[src/rtl/nbs_pkg.sv]
package nbs_pkg;

    typedef enum logic [1:0] {
        OP_IDLE  = 2'd0,
        OP_READ  = 2'd1,
        OP_WRITE = 2'd2
    } op_e;

    // Word offset inside a group of four for burst step cnt from start s.
    function automatic logic [1:0] burst_offset(input logic [1:0] s,
                                                input logic [1:0] cnt,
                                                input logic       ilv);
        return ilv ? (s ^ cnt) : (s + cnt);
    endfunction

    // Selected only for the single qualifying chip-select pattern.
    function automatic logic chip_selected(input logic a_n,
                                           input logic b,
                                           input logic c_n);
        return !a_n && b && !c_n;
    endfunction

endpackage

[src/rtl/nbs_burst_seq.sv]
module nbs_burst_seq
    import nbs_pkg::*;
#(
    parameter int AW    = 4,
    parameter int LANES = 2
) (
    input  logic             clk,
    input  logic             rst,
    input  logic             en,
    input  logic             load,
    input  logic             wr_n,
    input  logic             sel,
    input  logic             ilv,
    input  logic [AW-1:0]    addr,
    input  logic [LANES-1:0] byte_wr_n,
    output op_e              op_s1,
    output logic [AW-1:0]    addr_s1,
    output logic [LANES-1:0] lane_s1
);
    localparam int HW = AW - 2;

    logic [HW-1:0] hi_q;
    logic [1:0]    start_q;
    logic [1:0]    cnt_q;
    logic          ilv_q;
    op_e           kind_q;
    op_e           new_op;
    logic [1:0]    cnt_nx;

    always_comb begin
        if (!sel)      new_op = OP_IDLE;
        else if (wr_n) new_op = OP_READ;
        else           new_op = OP_WRITE;
        cnt_nx = cnt_q + 2'd1;
    end

    always_ff @(posedge clk) begin
        if (rst) begin
            hi_q    <= '0;
            start_q <= '0;
            cnt_q   <= '0;
            ilv_q   <= 1'b0;
            kind_q  <= OP_IDLE;
            op_s1   <= OP_IDLE;
            addr_s1 <= '0;
            lane_s1 <= '0;
        end else if (en) begin
            lane_s1 <= ~byte_wr_n;
            if (load) begin
                hi_q    <= addr[AW-1:2];
                start_q <= addr[1:0];
                cnt_q   <= 2'd0;
                ilv_q   <= ilv;
                kind_q  <= new_op;
                op_s1   <= new_op;
                addr_s1 <= addr;
            end else begin
                cnt_q   <= cnt_nx;
                op_s1   <= kind_q;
                addr_s1 <= {hi_q, burst_offset(start_q, cnt_nx, ilv_q)};
            end
        end
    end

endmodule

[src/rtl/nbs_store.sv]
module nbs_store #(
    parameter int DEPTH  = 16,
    parameter int LANE_W = 9,
    parameter int LANES  = 2
) (
    input  logic                      clk,
    input  logic                      we,
    input  logic [LANES-1:0]          lane_en,
    input  logic [$clog2(DEPTH)-1:0]  waddr,
    input  logic [LANE_W*LANES-1:0]   wword,
    input  logic [$clog2(DEPTH)-1:0]  raddr,
    output logic [LANE_W*LANES-1:0]   rword
);
    for (genvar g = 0; g < LANES; g++) begin : g_lane
        logic [LANE_W-1:0] bank [DEPTH];

        always_ff @(posedge clk) begin
            if (we && lane_en[g])
                bank[waddr] <= wword[g*LANE_W +: LANE_W];
        end

        assign rword[g*LANE_W +: LANE_W] = bank[raddr];
    end

endmodule

[src/rtl/nbs_data_pipe.sv]
module nbs_data_pipe
    import nbs_pkg::*;
#(
    parameter int DEPTH  = 16,
    parameter int LANE_W = 9,
    parameter int LANES  = 2
) (
    input  logic                      clk,
    input  logic                      rst,
    input  logic                      en,
    input  op_e                       op_s1,
    input  logic [$clog2(DEPTH)-1:0]  addr_s1,
    input  logic [LANES-1:0]          lane_s1,
    input  logic [LANE_W*LANES-1:0]   wdata,
    output logic [LANE_W*LANES-1:0]   rdata_q,
    output logic                      rvalid_q
);
    localparam int AW = $clog2(DEPTH);
    localparam int DW = LANE_W * LANES;

    op_e             op_s2;
    logic [AW-1:0]   addr_s2;
    logic [LANES-1:0] lane_s2;
    logic [DW-1:0]   rword;

    nbs_store #(.DEPTH(DEPTH), .LANE_W(LANE_W), .LANES(LANES)) u_store (
        .clk     (clk),
        .we      (en && (op_s2 == OP_WRITE)),
        .lane_en (lane_s2),
        .waddr   (addr_s2),
        .wword   (wdata),
        .raddr   (addr_s2),
        .rword   (rword)
    );

    always_ff @(posedge clk) begin
        if (rst) begin
            op_s2    <= OP_IDLE;
            addr_s2  <= '0;
            lane_s2  <= '0;
            rvalid_q <= 1'b0;
            rdata_q  <= '0;
        end else if (en) begin
            op_s2    <= op_s1;
            addr_s2  <= addr_s1;
            lane_s2  <= lane_s1;
            rvalid_q <= (op_s2 == OP_READ);
            if (op_s2 == OP_READ)
                rdata_q <= rword;
        end
    end

endmodule

[src/rtl/nowait_burst_sram.sv]
module nowait_burst_sram
    import nbs_pkg::*;
#(
    parameter int DEPTH  = 16,
    parameter int LANE_W = 9,
    parameter int LANES  = 2,
    localparam int AW    = $clog2(DEPTH),
    localparam int DW    = LANE_W * LANES
) (
    input  logic             clk,
    input  logic             rst,
    input  logic             clk_en_n,
    input  logic             advance,
    input  logic             wr_n,
    input  logic [LANES-1:0] byte_wr_n,
    input  logic             sel_a_n,
    input  logic             sel_b,
    input  logic             sel_c_n,
    input  logic             burst_ilv,
    input  logic             out_en_n,
    input  logic [AW-1:0]    addr,
    input  logic [DW-1:0]    wdata,
    output logic [DW-1:0]    rdata,
    output logic             rdata_drive
);
    logic             en;
    op_e              op_s1;
    logic [AW-1:0]    addr_s1;
    logic [LANES-1:0] lane_s1;
    logic             rvalid;

    assign en = !clk_en_n;

    nbs_burst_seq #(.AW(AW), .LANES(LANES)) u_seq (
        .clk       (clk),
        .rst       (rst),
        .en        (en),
        .load      (!advance),
        .wr_n      (wr_n),
        .sel       (chip_selected(sel_a_n, sel_b, sel_c_n)),
        .ilv       (burst_ilv),
        .addr      (addr),
        .byte_wr_n (byte_wr_n),
        .op_s1     (op_s1),
        .addr_s1   (addr_s1),
        .lane_s1   (lane_s1)
    );

    nbs_data_pipe #(.DEPTH(DEPTH), .LANE_W(LANE_W), .LANES(LANES)) u_pipe (
        .clk      (clk),
        .rst      (rst),
        .en       (en),
        .op_s1    (op_s1),
        .addr_s1  (addr_s1),
        .lane_s1  (lane_s1),
        .wdata    (wdata),
        .rdata_q  (rdata),
        .rvalid_q (rvalid)
    );

    assign rdata_drive = rvalid && !out_en_n;

endmodule

[config.mk]
export PLATFORM = sky130hd
export DESIGN_NAME = nowait_burst_sram
export DESIGN_NICKNAME = d
export VERILOG_FILES = /design/src/rtl/nbs_pkg.sv /design/src/rtl/nbs_burst_seq.sv /design/src/rtl/nbs_store.sv /design/src/rtl/nbs_data_pipe.sv /design/src/rtl/nowait_burst_sram.sv
export SDC_FILE = /design/constraint.sdc
export NUM_CORES = 1
export LEC_CHECK = 0
export ABC_AREA = 1
export BUFFER_PORTS_ARGS = -buffer_cell sky130_fd_sc_hd__buf_2
export CAP_MARGIN = 15
export CORE_AREA = 2 2 154 156
export CTS_BUF_LIST = sky130_fd_sc_hd__clkbuf_4 sky130_fd_sc_hd__clkbuf_8
export DETAILED_ROUTE_END_ITERATION = 16
export DIE_AREA = 0 0 156 158
export PLACE_DENSITY = 0.84
export RECOVER_POWER = 100
export SLEW_MARGIN = 15
export SYNTH_ARGS = -nofsm -noshare
export SYNTH_HDL_FRONTEND = slang
export SYNTH_SLANG_ARGS = --single-unit
[constraint.sdc]
create_clock -name clk -period 2.22 [get_ports clk]
set_input_delay 0 -clock clk [delete_from_list [all_inputs] [get_ports clk]]
set_output_delay 0 -clock clk [all_outputs]
set_load 0.1 [all_outputs]
==> impl_metrics.tcl, run 1 <==
set metrics [dict create \
    grt_antenna_before_repair 0 \
    post_synth_cell_types 26 \
    groute.usage.overall_pct 27.5 \
    clock_latency_on_the_worst_skew_pair_ns 0.58 \
    hpwl_detailed_um 19600 \
    fin_crit_sh_pct 96.4 \
    critical_path.startpoint "clk_en_n" \
    drc_errors 0 \
    die_w_um 156 \
    worst_hold_path_type "in2reg" \
    synth.top_cells.by_count "601 x sky130_fd_sc_hd__nand2_1, 288 x sky130_fd_sc_hd__edfxtp_1, 94 x sky130_fd_sc_hd__nand3_1, 47 x sky130_fd_sc_hd__nor2_1, 42 x sky130_fd_sc_hd__dfxtp_1" \
    cts_num_sinks 330 \
    nets 1443 \
    hold_viol_final 0 \
    first_global_vias 9671 \
    postRouteWirelength_um 33500 \
    ff2ff_setup_slack_ns 0.09 \
    timing.final.max_slew_violations 0 \
    capturing_instance_or_port_of_the_critical_path "u_pipe.u_store.g_lane[0].bank[11][1]" \
    synthArstFlopShare_pct 0 \
    initial_core_util_pct 58.7 \
    drv.max_cap_violation_count 0 \
    grt.overflow.total 0 \
    drt_iter0_markers 1478 \
    numCtsBuffers 48 \
    finalSetupViolCount 0 \
    mapped_avg_cell_area_sq_um 10.6 \
    routed_via_density 5.80 \
    internal_power_mw 9.59 \
    antenna_cells 0 \
    pin_count_of_the_biggest_net_entering_global_routing 118 \
    seqCellArea_sq_mm 0.00949 \
    sequential_fraction_of_the_synthesis_area_pct 70.1 \
    clock_tree_buf_depth 3 \
    netSwitchingPower_mw 3.01 \
    critical_path_peak_fanout 20 \
    cts_root_buffer "sky130_fd_sc_hd__clkbuf_8" \
    vdd_drop_max_mv 0.389 \
    crit-reg2reg-launch "u_pipe.addr_s2[0]" \
    p_comb_share_pct 8.2 \
    count_of_flip_flops_with_a_built_in_enable_after_synthesis 288 \
    criticalPathCategory "in2reg" \
    power_frac_seq_pct 54.1 \
    num_rows 56 \
    route.antenna.remaining_nets 0 \
    crit_arrival_ns 2.35 \
    core_region_area_sq_mm 0.0231 \
    gp_congestion 0.909 \
    total_nets_after_synthesis 1312 \
    synthDominantAreaCellType "sky130_fd_sc_hd__edfxtp_1" \
    status "finished clean" \
    yosys.area.top_type_share_pct 63.9 \
    drive_gt1_share_pct 9.34 \
    swShare_pct 23.9 \
    synth_compound_area_share_pct 1.96 \
    maxSlewHeadroom_pct 19.5 \
    crit_path_start_kind "primary input" \
    top_flip_flop_cell_by_instance_count_after_synthesis "sky130_fd_sc_hd__edfxtp_1" \
    dominant_combinational_cell_family_by_area_after_synthesis "simple AND/OR/NAND/NOR gates" \
    detailedPlace.worstSlack_ns 0.483 \
    wl_per_cell_um 19.3 \
    timing_worst_slew_pin_value_ns 1.21 \
    synthesis.yosys.warnings 0 \
    finalWorstSetupSlack_ns 0.0803 \
    max_freq_mhz 467 \
    post_synth_fa_ha_maj_area_fraction_pct 0.0924 \
    netlist_top_cells_area "sky130_fd_sc_hd__edfxtp_1 64%, sky130_fd_sc_hd__nand2_1 17%, sky130_fd_sc_hd__dfxtp_1 6.2%" \
    drt_pass1_iterations 6 \
    synth.cell_area_sq_mm 0.0135 \
    port-buffer-count 52 \
    synth_seq_cells 330 \
    static-leakage-power_nw 5.95 \
    filler_instances 1590 \
    post-synth-top-count-cell "sky130_fd_sc_hd__nand2_1" \
    fin_setup_tns_ns 0 \
    boundaryPins 53 \
    dieHeight_um 158 \
    die-area_sq_mm 0.0246 \
    power_per_cell_area_mw_per_mm2 819 \
    synthMuxAreaShare_pct 0 \
    power_frac_clock_pct 37.8 \
    unrepaired_setup_endpoints_after_global_routing "false" \
    post_synthesis_share_of_cell_area_spent_on_xor_and_xnor_gates_pct 0.129 \
    htree_num_levels 2 \
    area_growth_syn_to_layout_pct 13.6 \
    timing.clock.skew_ns 0.0229 \
    grt_pass1_wl_um 51400 \
    data_required_time_at_the_worst_endpoint_ns 2.43 \
    cts.reportedPaths.clkPinSlew_ns 0.06 \
    synthSimpleGateAreaFrac_pct 24.2 \
    final_period_minus_worst_setup_slack_ns 2.14 \
    synth_instances 1277 \
    crit_path_end_kind "flip-flop" \
    multi_input_area_sq_mm 0.00355 \
    critical_path.reg2reg.endpoint "u_pipe.u_store.g_lane[0].bank[11][1]" \
    tritoncts_clock_tree "yes" \
    ff2ff_path_depth 5 \
    via_count 10062 \
    post_cts.resized_instances 0 \
]
## timing repair
| action | 4_1_cts | 5_1_grt |
|---|---|---|
| hold buffers | 43 | 0 |
| hold endpoints to repair | 311 | 0 |
| buffers inserted | 0 | 0 |
## cell type report
cell class | count | area share (%)
Sequential cell | 330 | 61.7
Multi-Input combinational cell | 854 | 23.1
Timing Repair Buffer | 149 | 6.01
Clock buffer | 76 | 5.82
Tap cell | 290 | 2.36
Inverter | 25 | 0.626
Clock inverter | 12 | 0.358
## registers in the layout, indices dropped and copies added (netlist names), 4 cells and up
name	count
u_seq.addr_s1	4
u_pipe.addr_s2	4
u_pipe.rdata_q	18
u_pipe.u_store.g_lane.bank	288
## power by group through the flow
stage / logic [mW] / clock network (mW) / registers, mW
2_1_floorplan: 0.522 / 0 / 7.04
3_3_place_gp: 0.926 / 0 / 6.94
3_5_place_dp: 0.943 / 0 / 6.94
4_1_cts: 1.01 / 4.78 / 6.81
5_1_grt: 1.11 / 5.05 / 6.81
6_report: 1.03 / 4.76 / 6.81
## logic make-up (layout without fill, tap and decap cells)
group	Yosys count	in the layout
AO/OA/AOI/OAI	51	51
AND/OR/NAND/NOR	800	800
adder cells (fa/ha/maj)	1	1
XOR/XNOR	2	2
flip-flops	330	330
buffers and inverters	93	262
## metal layers
metal / vias to the layer above / track usage, % / routed length, um
met4: 0 / 12.6 / 1210
met3: 121 / 6.19 / 4090
met1: 4588 / 36.5 / 12700
li1: 4566 / - / -
met2: 787 / 43.8 / 15600
met5: - / 0 / 0
## cell usage in the layout, fill, tap and decap left out, drive strengths merged
| master | count |
|---|---|
| inv | 25 |
| a22oi | 1 |
| clkinvlp | 2 |
| edfxtp | 288 |
| nand3 | 94 |
| buf | 23 |
| o21ai | 32 |
| dfxtp | 42 |
| nand4 | 20 |
| clkbuf | 159 |
| nor3 | 33 |
| nand2 | 603 |
| xor2 | 1 |
| dlygate4sd3 | 43 |
| clkinv | 10 |
| ha | 1 |
| xnor2 | 1 |
| a21oi | 15 |
| nor2 | 50 |
| o211ai | 3 |
## worst min path at each step
stage               depth (start not counted)          from               end
floorplan                                   1           rst     u_seq.hi_q[0]
global placement                            2  byte_wr_n[1]  u_seq.lane_s1[1]
detailed placement                          2  byte_wr_n[1]  u_seq.lane_s1[1]
CTS                                         3  byte_wr_n[1]  u_seq.lane_s1[1]
global route                                3  byte_wr_n[1]  u_seq.lane_s1[1]
finish                                      3  byte_wr_n[1]  u_seq.lane_s1[1]
## stage by stage
step | total power, mW | cells | cell area (sq um) | util (%) | hold slack, ns
6_report | 12.6 | 1736 | 15400 | 66.7 | 0.158
5_1_grt | 13.0 | 1736 | 15400 | 66.7 | 0.141
4_1_cts | 12.6 | 1736 | 15600 | 67.6 | 0.131
3_5_place_dp | 7.88 | 1605 | 14200 | 61.6 | 0.190
3_3_place_gp | 7.86 | 1605 | 14200 | 61.6 | 0.187
2_1_floorplan | 7.56 | 1277 | 13500 | - | 0.0691
## critical path, stage by stage
cell	delay (ns)
sky130_fd_sc_hd__dlygate4sd3_1	0.53
sky130_fd_sc_hd__buf_2	0.24
sky130_fd_sc_hd__inv_1	0.16
sky130_fd_sc_hd__clkbuf_4	0.23
sky130_fd_sc_hd__nand4_2	0.43
sky130_fd_sc_hd__nor3_1	0.30
sky130_fd_sc_hd__clkbuf_1	0.45
No activity file was read; power rests on OpenSTA's default activity.
==> run 2: changes to the inputs <==
--- a/config.mk
+++ b/config.mk
@@ -12,7 +12,7 @@
 export CTS_BUF_LIST = sky130_fd_sc_hd__clkbuf_4 sky130_fd_sc_hd__clkbuf_8
 export DETAILED_ROUTE_END_ITERATION = 16
 export DIE_AREA = 0 0 156 158
-export PLACE_DENSITY = 0.84
+export PLACE_DENSITY = 0.79
 export RECOVER_POWER = 100
 export SLEW_MARGIN = 15
 export SYNTH_ARGS = -nofsm -noshare
==> run 2 against run 1 <==
Net effect:
- critical path depth shrank 2
- cell area shrank 0.33%
- final cell count shrank 0.29%
- global-route usage shrank 0.72 points
- non-clock buffer count shrank 3
- clock power shrank 1%
- critical path type is now reg2reg
- critical endpoint is now u_pipe.u_store.g_lane[1].bank[4][6]
==> impl_metrics.tcl, run 2 (synthesis gave the netlist of run 1 again) <==
set metrics [dict create \
    power_frac_clock_pct 37.5 \
    grt_pass1_wl_um 50600 \
    max_freq_mhz 484 \
    final_common_cell "sky130_fd_sc_hd__nand2_1" \
    fin_setup_tns_ns 0 \
    nets 1440 \
    data_required_time_at_the_worst_endpoint_ns 2.40 \
    mostFrequentLayoutCells "601 x sky130_fd_sc_hd__nand2_1, 288 x sky130_fd_sc_hd__edfxtp_1, 94 x sky130_fd_sc_hd__nand3_1" \
    largest_register_ff_count 288 \
    timing_worst_slew_pin_value_ns 1.19 \
    netSwitchingPower_mw 2.97 \
    hold_viol_final 0 \
    reg_top3 "u_pipe.u_store.g_lane.bank (288), u_pipe.rdata_q (18)" \
    clock_latency_on_the_worst_skew_pair_ns 0.56 \
    p_comb_share_pct 8.1 \
    status "finished clean" \
    finalSetupViolCount 0 \
    clock_tree_buf_depth 3 \
    htree_num_levels 2 \
    power_frac_seq_pct 54.4 \
    cts_num_sinks 330 \
    final_period_minus_worst_setup_slack_ns 2.06 \
    dieHeight_um 158 \
    unrepaired_setup_endpoints_after_global_routing "false" \
    timing.hold.ws_ns 0.282 \
    port-buffer-count 52 \
    gp_congestion 0.856 \
    power_per_cell_area_mw_per_mm2 816 \
    critical_path_peak_fanout 25 \
    die_w_um 156 \
    num_rows 56 \
    totalPowerFinal_mw 12.5 \
    cts_root_buffer "sky130_fd_sc_hd__clkbuf_8" \
    utilization_pct 66.5 \
    crit_path_start_kind "flip-flop" \
    top_register "u_pipe.u_store.g_lane.bank" \
    boundaryPins 53 \
    postRouteWirelength_um 32900 \
    numCtsBuffers 48 \
    static-leakage-power_nw 5.92 \
    fin_crit_sh_pct 93.0 \
    internal_power_mw 9.55 \
    cts.reportedPaths.clkPinSlew_ns 0.07 \
    antenna_cells 0 \
    worst_hold_path_type "in2reg" \
    crit_arrival_ns 2.24 \
    wl_per_cell_um 19.0 \
    drc_errors 0 \
    drive_gt1_share_pct 9.37 \
    numPlacedInstances 1609 \
    first_global_vias 9350 \
    die-area_sq_mm 0.0246 \
    hpwl_detailed_um 19700 \
    via_count 9789 \
    drt_iter0_markers 1365 \
    stdcell_count 1731 \
    timing.final.max_slew_violations 0 \
    core_region_area_sq_mm 0.0231 \
    timing.clock.skew_ns 0.0219 \
    routed_via_density 5.66 \
    grt.overflow.total 0 \
    drt_pass1_iterations 6 \
    pin_count_of_the_biggest_net_entering_global_routing 91 \
    filler_instances 1689 \
    tritoncts_clock_tree "yes" \
    area_growth_syn_to_layout_pct 13.2 \
    maxSlewHeadroom_pct 21.3 \
    route.antenna.remaining_nets 0 \
    swShare_pct 23.7 \
    criticalPathCategory "reg2reg" \
    drv.max_cap_violation_count 0 \
    crit_path_end_kind "flip-flop" \
    post_cts_buffers 0 \
    vdd_drop_max_mv 0.448 \
    initial_core_util_pct 58.7 \
    grt_antenna_before_repair 0 \
    groute.usage.overall_pct 26.8 \
]
-- run 2: cell types whose count changed in the layout (fill, tap and decap cells not counted), sizes merged --
cell | previous run | this run
buf | 23 | 30
dlygate4sd3 | 43 | 36
clkbuf | 159 | 155
clkinvlp | 2 | 0
clkinv | 10 | 11
-- run 2: repair_timing --
| action | CTS | global route |
|---|---|---|
| hold endpoints to repair | 312 | 0 |
| hold buffers | 36 | 0 |
| gates resized for setup | 0 | 0 |
-- run 2: power by group through the flow --
stage               registers (mW)  logic [mW]  clock network (mW)
CTS                           6.81        1.01                4.71
finish                        6.82        1.01                4.69
detailed placement            6.94       0.951                   0
floorplan                     7.04       0.522                   0
global route                  6.82        1.10                4.98
global placement              6.94       0.936                   0
-- run 2: metrics by stage --
step / cell area [sq um] / setup WS (ns)
3_5_place_dp: 14200 / 0.413
6_report: 15300 / 0.155
2_1_floorplan: 13500 / 0.224
3_3_place_gp: 14200 / 0.443
4_1_cts: 15500 / 0.362
5_1_grt: 15300 / 0.0942
-- run 2: worst paths after layout --
kind / startpoint / slack [ns] / cells after the start / to
setup reg to reg: u_pipe.addr_s2[0] / 0.16 / 5 / u_pipe.u_store.g_lane[1].bank[4][6]
hold / removal: burst_ilv / 0.28 / 4 / u_seq.ilv_q
hold reg to reg: u_seq.ilv_q / 0.46 / 2 / u_seq.ilv_q
setup / recovery: u_pipe.addr_s2[0] / 0.16 / 5 / u_pipe.u_store.g_lane[1].bank[4][6]
-- run 2: layout make-up --
type / instances / area [sq um] / area share [%]
sequential: 330 / 9490 / 61.9
multi-input combinational: 854 / 3560 / 23.2
timing repair buffer: 146 / 883 / 5.76
clock buffer: 75 / 882 / 5.75
tap: 290 / 363 / 2.37
inverter: 25 / 96.3 / 0.628
clock inverter: 11 / 50.0 / 0.326
-- run 2: critical path, stage by stage (launching register included) --
cell and delay (ns):
sky130_fd_sc_hd__dfxtp_4 0.37, sky130_fd_sc_hd__inv_4 0.22, sky130_fd_sc_hd__nand2_1 0.18, sky130_fd_sc_hd__clkbuf_2 0.25, sky130_fd_sc_hd__nor3_1 0.22, sky130_fd_sc_hd__clkbuf_1 0.44
-- run 2: layer usage --
metal / vias up / global-route usage, % / wire length (um)
met3: 60 / 4.41 / 3390
met2: 546 / 42.5 / 15100
li1: 4565 / - / -
met5: - / 0 / 0
met1: 4618 / 38.9 / 13800
met4: 0 / 7.34 / 610
==> run 3: changes to the inputs <==
--- a/config.mk
+++ b/config.mk
@@ -12,7 +12,7 @@
 export CTS_BUF_LIST = sky130_fd_sc_hd__clkbuf_4 sky130_fd_sc_hd__clkbuf_8
 export DETAILED_ROUTE_END_ITERATION = 16
 export DIE_AREA = 0 0 156 158
-export PLACE_DENSITY = 0.79
+export PLACE_DENSITY = 0.86
 export RECOVER_POWER = 100
 export SLEW_MARGIN = 15
 export SYNTH_ARGS = -nofsm -noshare
==> run 3 against run 2 <==
Net effect:
- critical endpoint is now u_seq.hi_q[0]
- worst setup slack lost 0.048 ns
- power shrank 1.3%
- largest cell class unchanged
- first-iteration DRC count grew 6.0%
- die area is the same
- critical path depth grew 3
- clock-buffer cell count shrank 10
- cell area shrank 0.45%
- highest routed layer unchanged
- sequential power is essentially flat
- via count grew 1.6%
- sequential cell count is the same
- global-route usage grew 0.30 points
==> impl_metrics.tcl, run 3 (synthesis gave the netlist of run 1 again) <==
set metrics [dict create \
    die_w_um 156 \
    timing.final.max_slew_violations 0 \
    route.antenna.remaining_nets 0 \
    grt_util_met2_pct 44.0 \
    totalPowerFinal_mw 12.4 \
    clock_tree_buf_depth 3 \
    grt_pass1_wl_um 51100 \
    max_freq_mhz 473 \
    final_period_minus_worst_setup_slack_ns 2.11 \
    fin_setup_tns_ns 0 \
    crit_path_end_kind "flip-flop" \
    clock_latency_on_the_worst_skew_pair_ns 0.56 \
    finalSetupViolCount 0 \
    die-area_sq_mm 0.0246 \
    grt_use_met3_pct 5.72 \
    vdd_drop_max_mv 0.377 \
    groute.usage.overall_pct 27.1 \
    unrepaired_setup_endpoints_after_global_routing "false" \
    data_required_time_at_the_worst_endpoint_ns 2.72 \
    gp_congestion 0.855 \
    grt.overflow.total 0 \
    met1_usage_pct 36.3 \
    timing.clock.skew_ns 0.0140 \
    worst_hold_path_type "in2reg" \
    post_cts.resized_instances 0 \
    first_global_vias 9732 \
    antenna_cells 0 \
    timing.hold.ws_ns 0.277 \
    maxSlewHeadroom_pct 18.6 \
    hpwl_detailed_um 19500 \
    postRouteWirelength_um 32900 \
    num_rows 56 \
    netSwitchingPower_mw 2.96 \
    cts_num_sinks 330 \
    drt_iter0_markers 1447 \
    most_congested_layer_reported_by_global_routing "met2" \
    post_cts_buffers 0 \
    grt_antenna_before_repair 0 \
    area_growth_syn_to_layout_pct 12.7 \
    power_per_cell_area_mw_per_mm2 810 \
    power_frac_seq_pct 55.1 \
    via_count 9943 \
    timing_worst_slew_pin_value_ns 1.23 \
    tritoncts_clock_tree "yes" \
    pin_count_of_the_biggest_net_entering_global_routing 73 \
    reg_top3 "u_pipe.u_store.g_lane.bank (288), u_pipe.rdata_q (18)" \
    htree_num_levels 2 \
    top_register "u_pipe.u_store.g_lane.bank" \
    criticalPathCategory "in2reg" \
    status "finished clean" \
    hold_viol_final 0 \
    swShare_pct 23.9 \
    drive_gt1_share_pct 8.29 \
    critical_path_peak_fanout 19 \
    fin_crit_sh_pct 95.2 \
    cts_root_buffer "sky130_fd_sc_hd__clkbuf_8" \
    cts.reportedPaths.clkPinSlew_ns 0.07 \
    largest_register_ff_count 288 \
    boundaryPins 53 \
    numCtsBuffers 47 \
    power_frac_clock_pct 36.7 \
    crit_path_start_kind "primary input" \
    wl_per_cell_um 19.1 \
    p_comb_share_pct 8.2 \
    routed_via_density 5.76 \
    mostFrequentLayoutCells "601 x sky130_fd_sc_hd__nand2_1, 288 x sky130_fd_sc_hd__edfxtp_1, 94 x sky130_fd_sc_hd__nand3_1" \
    internal_power_mw 9.40 \
    nets 1439 \
    drv.max_cap_violation_count 0 \
    drc_errors 0 \
    static-leakage-power_nw 5.86 \
    port-buffer-count 52 \
    core_region_area_sq_mm 0.0231 \
    dieHeight_um 158 \
    initial_core_util_pct 58.7 \
    final_common_cell "sky130_fd_sc_hd__nand2_1" \
    drt_pass1_iterations 7 \
    crit_arrival_ns 2.61 \
]
-- run 3: power by group through the flow --
stage / sequential [mW] / combinational (mW) / clock [mW]
final: 6.81 / 1.01 / 4.54
after global routing: 6.81 / 1.09 / 4.82
after CTS: 6.81 / 0.998 / 4.56
after detailed placement: 6.94 / 0.937 / 0
after global placement: 6.94 / 0.917 / 0
after floorplan: 7.04 / 0.522 / 0
-- run 3: final timing paths --
| path | slack [ns] | cells after the start | startpoint | to |
|---|---|---|---|---|
| max | 0.11 | 8 | clk_en_n | u_seq.hi_q[0] |
| max reg2reg | 0.16 | 6 | u_pipe.addr_s2[1] | u_pipe.u_store.g_lane[1].bank[13][6] |
| min reg2reg | 0.49 | 2 | u_seq.addr_s1[3] | u_pipe.addr_s2[3] |
| min | 0.28 | 4 | addr[1] | u_seq.start_q[1] |
-- run 3: critical path, cell delays in order --
cell and delay, ns:
sky130_fd_sc_hd__dlygate4sd3_1 0.53, sky130_fd_sc_hd__buf_2 0.13, sky130_fd_sc_hd__buf_4 0.20, sky130_fd_sc_hd__nor2_2 0.36, sky130_fd_sc_hd__nand2_1 0.08, sky130_fd_sc_hd__dlygate4sd3_1 0.59, sky130_fd_sc_hd__a21oi_1 0.16, sky130_fd_sc_hd__dlygate4sd3_1 0.57
-- run 3: layout make-up --
class,instances,area [sq um]
inverter,25,96.3
fill,1581,7790
clock buffer,65,820
tap,290,363
timing repair buffer,146,858
multi-input combinational,854,3570
sequential,330,9490
clock inverter,16,67.6
-- run 3: stage by stage --
step	setup WS [ns]	utilization [%]	instances	instance area, sq um
after CTS	0.197	67.1	1726	15500
final	0.107	66.2	1726	15300
after global placement	0.495	61.7	1608	14200
after detailed placement	0.456	61.7	1608	14200
after global routing	0.0438	66.2	1726	15300
after floorplan	0.224	-	1277	13500
-- run 3: routing by layer --
layer / vias up / wire, um
met5: - / 0
met2: 675 / 15700
met1: 4632 / 12400
met3: 86 / 3940
li1: 4550 / -
met4: 0 / 911
-- run 3: repair_timing --
item                       CTS  global route
setup endpoints to repair    0             0
hold endpoints to repair   311             0
hold buffers                37             0
